===== src/rtl/ratio_div_pkg.sv =====
package ratio_div_pkg;

    typedef enum logic [1:0] {
        SRC_INT = 2'b00,
        SRC_HS  = 2'b01,
        SRC_LF  = 2'b10,
        SRC_RSV = 2'b11
    } src_sel_e;

endpackage


===== src/rtl/ratio_div_base_gate.sv =====
module ratio_div_base_gate #(
    parameter int BASE_WAIT = 10
) (
    input  logic clk_i,
    input  logic rst_ni,
    input  logic osc_base_i,
    output logic base_ok_o
);
    localparam int CNT_W = $clog2(BASE_WAIT + 1);
    localparam logic [CNT_W-1:0] CNT_MAX = CNT_W'(BASE_WAIT);

    typedef struct packed {
        logic [CNT_W-1:0] cnt;
    } gate_st_t;

    gate_st_t st_d, st_q;

    always_comb begin
        st_d = st_q;
        if (!osc_base_i) begin
            st_d.cnt = '0;
        end else if (st_q.cnt != CNT_MAX) begin
            st_d.cnt = st_q.cnt + 1'b1;
        end
    end

    always_ff @(posedge clk_i or negedge rst_ni) begin
        if (!rst_ni) begin
            st_q <= '0;
        end else begin
            st_q <= st_d;
        end
    end

    assign base_ok_o = osc_base_i && (st_q.cnt == CNT_MAX);

endmodule


===== src/rtl/ratio_div_core.sv =====
module ratio_div_core #(
    parameter int CODE_W = 4
) (
    input  logic              clk_i,
    input  logic              rst_ni,
    input  logic [CODE_W-1:0] code_i,
    input  logic              legal_i,
    output logic              active_o,
    output logic              div_o,
    output logic              stop_o
);
    localparam int RATIO_W = CODE_W + 1;

    typedef struct packed {
        logic               active;
        logic               div;
        logic [RATIO_W-1:0] ratio;
        logic [RATIO_W-1:0] cnt;
    } core_st_t;

    core_st_t st_d, st_q;

    logic [RATIO_W-1:0] req_ratio;
    logic [RATIO_W-1:0] cnt_inc;
    logic               period_end;

    assign req_ratio  = {1'b0, code_i} + 1'b1;
    assign cnt_inc    = st_q.cnt + 1'b1;
    assign period_end = (st_q.cnt == st_q.ratio - 1'b1);

    always_comb begin
        st_d = st_q;
        if (!legal_i) begin
            st_d.active = 1'b0;
            st_d.div    = 1'b0;
            st_d.cnt    = '0;
        end else if (!st_q.active) begin
            if (code_i != '0) begin
                st_d.active = 1'b1;
                st_d.ratio  = req_ratio;
                st_d.cnt    = '0;
                st_d.div    = 1'b1;
            end
        end else if (period_end) begin
            st_d.cnt = '0;
            if (code_i == '0) begin
                st_d.active = 1'b0;
                st_d.div    = 1'b0;
            end else begin
                st_d.ratio = req_ratio;
                st_d.div   = 1'b1;
            end
        end else begin
            st_d.cnt = cnt_inc;
            st_d.div = (cnt_inc < (st_q.ratio >> 1));
        end
    end

    always_ff @(posedge clk_i or negedge rst_ni) begin
        if (!rst_ni) begin
            st_q <= '0;
        end else begin
            st_q <= st_d;
        end
    end

    assign active_o = st_q.active;
    assign div_o    = st_q.div;
    assign stop_o   = st_q.active && !st_d.active;

endmodule


===== src/rtl/ratio_div_settle.sv =====
module ratio_div_settle #(
    parameter int SETTLE_CYCLES = 16
) (
    input  logic clk_i,
    input  logic rst_ni,
    input  logic stop_i,
    input  logic active_i,
    output logic safe_o
);
    localparam int CNT_W = $clog2(SETTLE_CYCLES + 1);
    localparam logic [CNT_W-1:0] CNT_LOAD = CNT_W'(SETTLE_CYCLES);

    typedef struct packed {
        logic [CNT_W-1:0] cnt;
    } settle_st_t;

    settle_st_t st_d, st_q;

    always_comb begin
        st_d = st_q;
        if (stop_i) begin
            st_d.cnt = CNT_LOAD;
        end else if (st_q.cnt != '0) begin
            st_d.cnt = st_q.cnt - 1'b1;
        end
    end

    always_ff @(posedge clk_i or negedge rst_ni) begin
        if (!rst_ni) begin
            st_q <= '0;
        end else begin
            st_q <= st_d;
        end
    end

    assign safe_o = !active_i && (st_q.cnt == '0);

endmodule


===== src/rtl/ratio_clk_div.sv =====
module ratio_clk_div #(
    parameter int CODE_W        = 4,
    parameter int BASE_WAIT     = 10,
    parameter int SETTLE_CYCLES = 16
) (
    input  logic              clk_i,
    input  logic              rst_ni,
    input  logic [CODE_W-1:0] div_code_i,
    input  logic [1:0]        src_sel_i,
    input  logic              fast_req_blocked_i,
    input  logic              osc_base_i,
    output logic              clk_o,
    output logic              div_active_o,
    output logic              retune_safe_o
);
    import ratio_div_pkg::*;

    logic base_ok;
    logic legal;
    logic active;
    logic div_clk;
    logic stop;

    ratio_div_base_gate #(.BASE_WAIT(BASE_WAIT)) u_base (
        .clk_i      (clk_i),
        .rst_ni     (rst_ni),
        .osc_base_i (osc_base_i),
        .base_ok_o  (base_ok)
    );

    assign legal = (src_sel_e'(src_sel_i) == SRC_INT) && fast_req_blocked_i && base_ok;

    ratio_div_core #(.CODE_W(CODE_W)) u_core (
        .clk_i    (clk_i),
        .rst_ni   (rst_ni),
        .code_i   (div_code_i),
        .legal_i  (legal),
        .active_o (active),
        .div_o    (div_clk),
        .stop_o   (stop)
    );

    ratio_div_settle #(.SETTLE_CYCLES(SETTLE_CYCLES)) u_settle (
        .clk_i    (clk_i),
        .rst_ni   (rst_ni),
        .stop_i   (stop),
        .active_i (active),
        .safe_o   (retune_safe_o)
    );

    assign clk_o        = active ? div_clk : clk_i;
    assign div_active_o = active;

endmodule


===== config.mk =====
export PLATFORM = sky130hd
export DESIGN_NAME = ratio_clk_div
export DESIGN_NICKNAME = d
export VERILOG_FILES = /design/src/rtl/ratio_div_pkg.sv /design/src/rtl/ratio_div_base_gate.sv /design/src/rtl/ratio_div_core.sv /design/src/rtl/ratio_div_settle.sv /design/src/rtl/ratio_clk_div.sv
export SDC_FILE = /design/constraint.sdc
export NUM_CORES = 1
export LEC_CHECK = 0
export BUFFER_PORTS_ARGS = -buffer_cell sky130_fd_sc_hd__buf_2
export CAP_MARGIN = 25
export CORE_ASPECT_RATIO = 0.8
export CORE_MARGIN = 5
export CORE_UTILIZATION = 55
export DETAILED_ROUTE_END_ITERATION = 7
export GPL_ROUTABILITY_DRIVEN = 0
export PLACE_DENSITY = 0.75
export SYNTH_ARGS = -nofsm -noshare
export SYNTH_HDL_FRONTEND = slang
export SYNTH_SLANG_ARGS = --single-unit

===== constraint.sdc =====
create_clock -name clk_i -period 3.71 [get_ports clk_i]
set_input_delay 0.1855 -clock clk_i [delete_from_list [all_inputs] [get_ports clk_i]]
set_output_delay 0.1855 -clock clk_i [all_outputs]
set_load 0.005 [all_outputs]

Word-level counts from Yosys, hierarchy flattened
Cells that the tools add are included.
Cells by class
  bitwise logic cells: 0
  reductions and logical operators: 15
  $lt $le $gt $ge: 1
  shifts and indexed selects: 0
  divide/modulo/power cells: 0
  muxes and demuxes: 15
  $add $sub $neg: 5
  eq/ne operators: 7
  $mul: 0
Operators with widths (number)
  two-way mux 5 bit: 6
  two-way mux 12 bit: 2
  subtractor 5 x 1 -> 5 bit (second input constant): 2
  two-way mux 4 bit: 2
  adder 4 x 1 -> 5 bit (second input constant): 1
  adder 5 x 1 -> 5 bit (second input constant): 1
  == test 5 bit: 1
  logical AND 1 bit: 5
  zero test 5 bit: 1
  less-than comparator 5 x 4 -> 1 bit: 1
  nonzero test 5 bit: 1
  adder 4 x 1 -> 4 bit (second input constant): 1
  == test 4 bit (second input constant): 1
  zero test 4 bit: 1
  two-way mux 1 bit: 4
  inequality test 2 bit (second input constant): 2
  inequality test 4 bit (second input constant): 1
  AND reduction 4 bit: 1
  nonzero test 2 bit: 2
  nonzero test 4 bit: 1
  inequality test 3 bit (second input constant): 1
  zero test 1 bit: 2
  zero test 2 bit: 1
  two-way mux 2 bit: 1
  inequality test 2 x 1 -> 1 bit (second input constant): 1
Word-level totals
  memories: 0
  bits in read-only memories: 0
  bits in registers: 21
  bits in latches: 0
  bits in writable memories: 0

Logic depth before layout (Yosys ltp)
  depth in word-level cells: 8
  gate-level depth with buffers: 8

Modules after synthesis
From an unflattened synthesis, not the netlist that was laid out.
Unflattened totals
  cells, all modules: 131
  area, all modules: 1341.3 µm²
By module, submodules not included
  ratio_div_core: area an instance 843.3 µm², sequential area each 300.3 µm², cells an instance 83, instances 1
  ratio_div_settle: area an instance 255.2 µm², sequential area each 125.1 µm², cells an instance 26, instances 1
  ratio_div_base_gate: area an instance 215.2 µm², sequential area each 100.1 µm², cells an instance 20, instances 1
  ratio_clk_div: area an instance 27.5 µm², sequential area each 0.0 µm², cells an instance 2, instances 1

==> run_results.csv <==
group,metric,value,unit
timing,whs,0.0272,ns
floorplan,core_area,2440,um^2
timing,max_freq,375,MHz
logic_synthesis,syn_inst,152,
global_route,grt_pass1_wl,5200,um
logic_synthesis,yosysWarnings,0,
placement,hpwl,2150,um
layout,drive_gt1_share,13.7,%
timing,clock_skew,0.00903,ns
critical_path,required,4.05,ns
logic_synthesis,synth_edf_count,0,
critical_path,cp_max_fo,6,
floorplan,die_h,55.0,um
routing,vias_per_cell,5.58,
cts,worstSkewPairLatency,0.44,ns
power_and_ir_drop,p_int,0.440,mW
routing,vias,1138,
cts,clk_pin_slew,0.12,ns
global_route,track_usage,19.8,%
placement,port_buffers,12,
timing,slew_headroom,38.7,%
logic_synthesis,synth_top_cell_by_area,"dfrtp_1",
power_and_ir_drop,ir_worst_vdd,0.194,mV
floorplan,start_util,57.1,%
power_and_ir_drop,p_leak,0.710,nW
critical_path,critical_path.endpoint_type,"flip-flop",
logic_synthesis,syn_nets,173,
timing,fin_crit,2.67,ns
layout,instances_no_fill,204,
routing,drt_pass1_iterations,4,
logic_synthesis,synth.area.top_cells,"dfrtp_1 38%, ha_1 9.9%, xnor2_1 6.3%",
global_route,antenna_found_initial,0,
logic_synthesis,yosysUniqueCellTypes,39,
power_and_ir_drop,p_switching,0.211,mW
outcome,status,"finished clean",
routing,wl,2880,um
layout,layout.nets,190,
floorplan,rows,16,
power_and_ir_drop,clockPowerShare,29.1,%
floorplan,num_io_pins,13,
hold_path,hp-class,"in -> reg",
power_and_ir_drop,p_seq_share,44.7,%
timing,rsz0062_at_grt,"false",
logic_synthesis,ys_async_sr_fraction,100,%
critical_path,crit_chain,"inv_1, ha_1, xnor2_1, or4_1, a2111oi_4, mux2_4",
routing,drcViolationCount,0,
timing,setup-violations-final,0,
critical_path,slowest_stage,"or4_1",
global_route,grt_pass1_vias,1165,
timing,drv_slew,0,
critical_path,start_kind,"flip-flop",
floorplan,die_area,3650,um^2
routing,antenna_left,0,
timing,worstMarginPinSlew,0.906,ns
run,cap_viol_max_count,0,
logic_synthesis,synth-seq-cells,21,
power_and_ir_drop,power_frac_comb,26.3,%
cts,cts_tree,"done",
timing,timing.final.crit_share,71.9,%
power_and_ir_drop,p_per_area,419,nW/um^2
critical_path,crit_arrival,3.01,ns
logic_synthesis,syn_area_per_cell,9.18,um^2
routing,routedWlPerCell,14.1,um
timing,hold_violations,0,
timing,setup-tns-final,0,ns
global_route,grt-ovfl-total,0,
global_route,grt_max_degree,22,
power_and_ir_drop,p_sw_share,32.4,%
layout,diodes,0,
critical_path,worstSetupPathType,"reg -> reg",
logic_synthesis,synth_top_area_share,37.7,%
placement,place_inst,194,
logic_synthesis,synth_ff_type,"dfrtp_1",
critical_path,max_stage_delay,0.67,ns
logic_synthesis,ys_seq_area_share,37.7,%
logic_synthesis,syn_area,1400,um^2
floorplan,die_w,66.3,um
layout,syn_to_final_growth,11.4,%
routing,first_iter_violations,52,
[placed cells by master (no fill, tap or decap), types with 3 or more instances in the layout]
| cell type | synthesis | routed |
|---|---|---|
| ha_1 | 11 | 11 |
| a31oi_1 | 3 | 3 |
| nand3_1 | 6 | 6 |
| buf_2 | 2 | 12 |
| nand2_1 | 17 | 17 |
| inv_1 | 11 | 11 |
| and2_1 | 3 | 3 |
| nor3_1 | 5 | 5 |
| dlygate4sd3_1 | 0 | 3 |
| dfrtp_1 | 21 | 21 |
| mux2i_1 | 4 | 4 |
| xnor2_1 | 10 | 10 |
| nand2b_1 | 4 | 4 |
| nor2b_1 | 3 | 3 |
| a21oi_1 | 3 | 3 |
| xor2_1 | 4 | 4 |
| clkbuf_4 | 0 | 6 |
| nor2_1 | 10 | 10 |
| o21ai_0 | 8 | 8 |
[cells in the mapped netlist, types with 3 or more instances]
library cell,number
a21oi_1,3
a31oi_1,3
and2_1,3
clkbuf_1,3
dfrtp_1,21
ha_1,11
inv_1,11
mux2i_1,4
nand2_1,17
nand2b_1,4
nand3_1,6
nor2_1,10
nor2b_1,3
nor3_1,5
o21ai_0,8
xnor2_1,10
xor2_1,4
[registers in the layout (all words and copies together), names as in the netlist]
| name | cells |
|---|---|
| u_core.st_q | 10 |
| u_base.st_q | 4 |
| u_settle.st_q | 5 |
| u_core.active_o | 1 |
| u_core.div_o | 1 |
[repair_timing]
item,CTS,global route
resized for setup,0,0
buffers inserted,0,0
hold buffers,3,0
endpoints found under the hold margin,23,0
[worst max-delay path: cells and delay by family, from the launching register on]
family / cells / cell delay, ns
flip-flops: 1 / 0.41
adder cells (fa/ha/maj): 1 / 0.30
AND/OR/NAND/NOR: 1 / 0.67
multiplexers: 1 / 0.35
AO/OA/AOI/OAI: 1 / 0.64
XOR/XNOR: 1 / 0.13
buffers and inverters: 1 / 0.07
[cell type report]
| class | instances | area, um^2 |
|---|---|---|
| fillers | 211 | 888 |
| multi-input cells | 114 | 803 |
| flip-flops and latches | 21 | 526 |
| repair buffers | 14 | 85.1 |
| clock buffers | 8 | 53.8 |
| well taps | 36 | 45.0 |
| inverters | 11 | 41.3 |
[metrics by stage]
stage	setup slack, ns	power [mW]	utilization, %	area (um^2)
6_report	1.04	0.650	63.6	1550
5_1_grt	0.950	0.703	63.6	1550
4_1_cts	1.05	0.656	63.6	1550
3_5_place_dp	1.06	0.483	60.4	1480
3_3_place_gp	1.12	0.471	60.4	1480
2_1_floorplan	1.25	0.429	-	1400
[kinds of logic after synthesis]
family | share of synthesized area, %
XOR/XNOR | 8.79
adder cells (fa/ha/maj) | 9.87
buffers and inverters | 4.75
flip-flops | 37.7
multiplexers | 4.75
AO/OA/AOI/OAI | 13.3
AND/OR/NAND/NOR | 20.9
[power by group through the flow]
stage               Combinational, mW  Clock, mW  Sequential (mW)
floorplan                       0.129     0.0124            0.288
global placement                0.158     0.0211            0.292
detailed placement              0.168     0.0211            0.295
CTS                             0.172      0.194            0.290
global route                    0.199      0.209            0.295
finish                          0.171      0.189            0.290
[per-layer routing]
layer  vias to the layer above  track usage [%]  routed length (um)
met2                        33             32.5                1360
li1                        556                -                   -
met1                       547             22.5                1300
met4                         0             9.46                  23
met5                         -                0                   0
met3                         2             8.69                 196
[path summary, 6_finish.rpt]
path,end,depth (start not counted),start,slack [ns]
worst min-delay path,u_core.st_q[9]$_DFFE_PN0P_,3,div_code_i[3],0.03
min in group asynchronous,u_core.st_q[9]$_DFFE_PN0P_,2,rst_ni,0.22
worst max-delay path,u_core.st_q[6]$_DFFE_PN0P_,6,u_core.st_q[5]$_DFFE_PN0P_,1.04
worst min register to register,u_base.st_q[1]$_DFFE_PN0P_,2,u_base.st_q[1]$_DFFE_PN0P_,0.57
worst max register to register,u_core.st_q[6]$_DFFE_PN0P_,6,u_core.st_q[5]$_DFFE_PN0P_,1.04
max in group asynchronous,u_core.active_o$_DFF_PN0_,2,rst_ni,3.15
No activity file was read; power rests on OpenSTA's default activity.
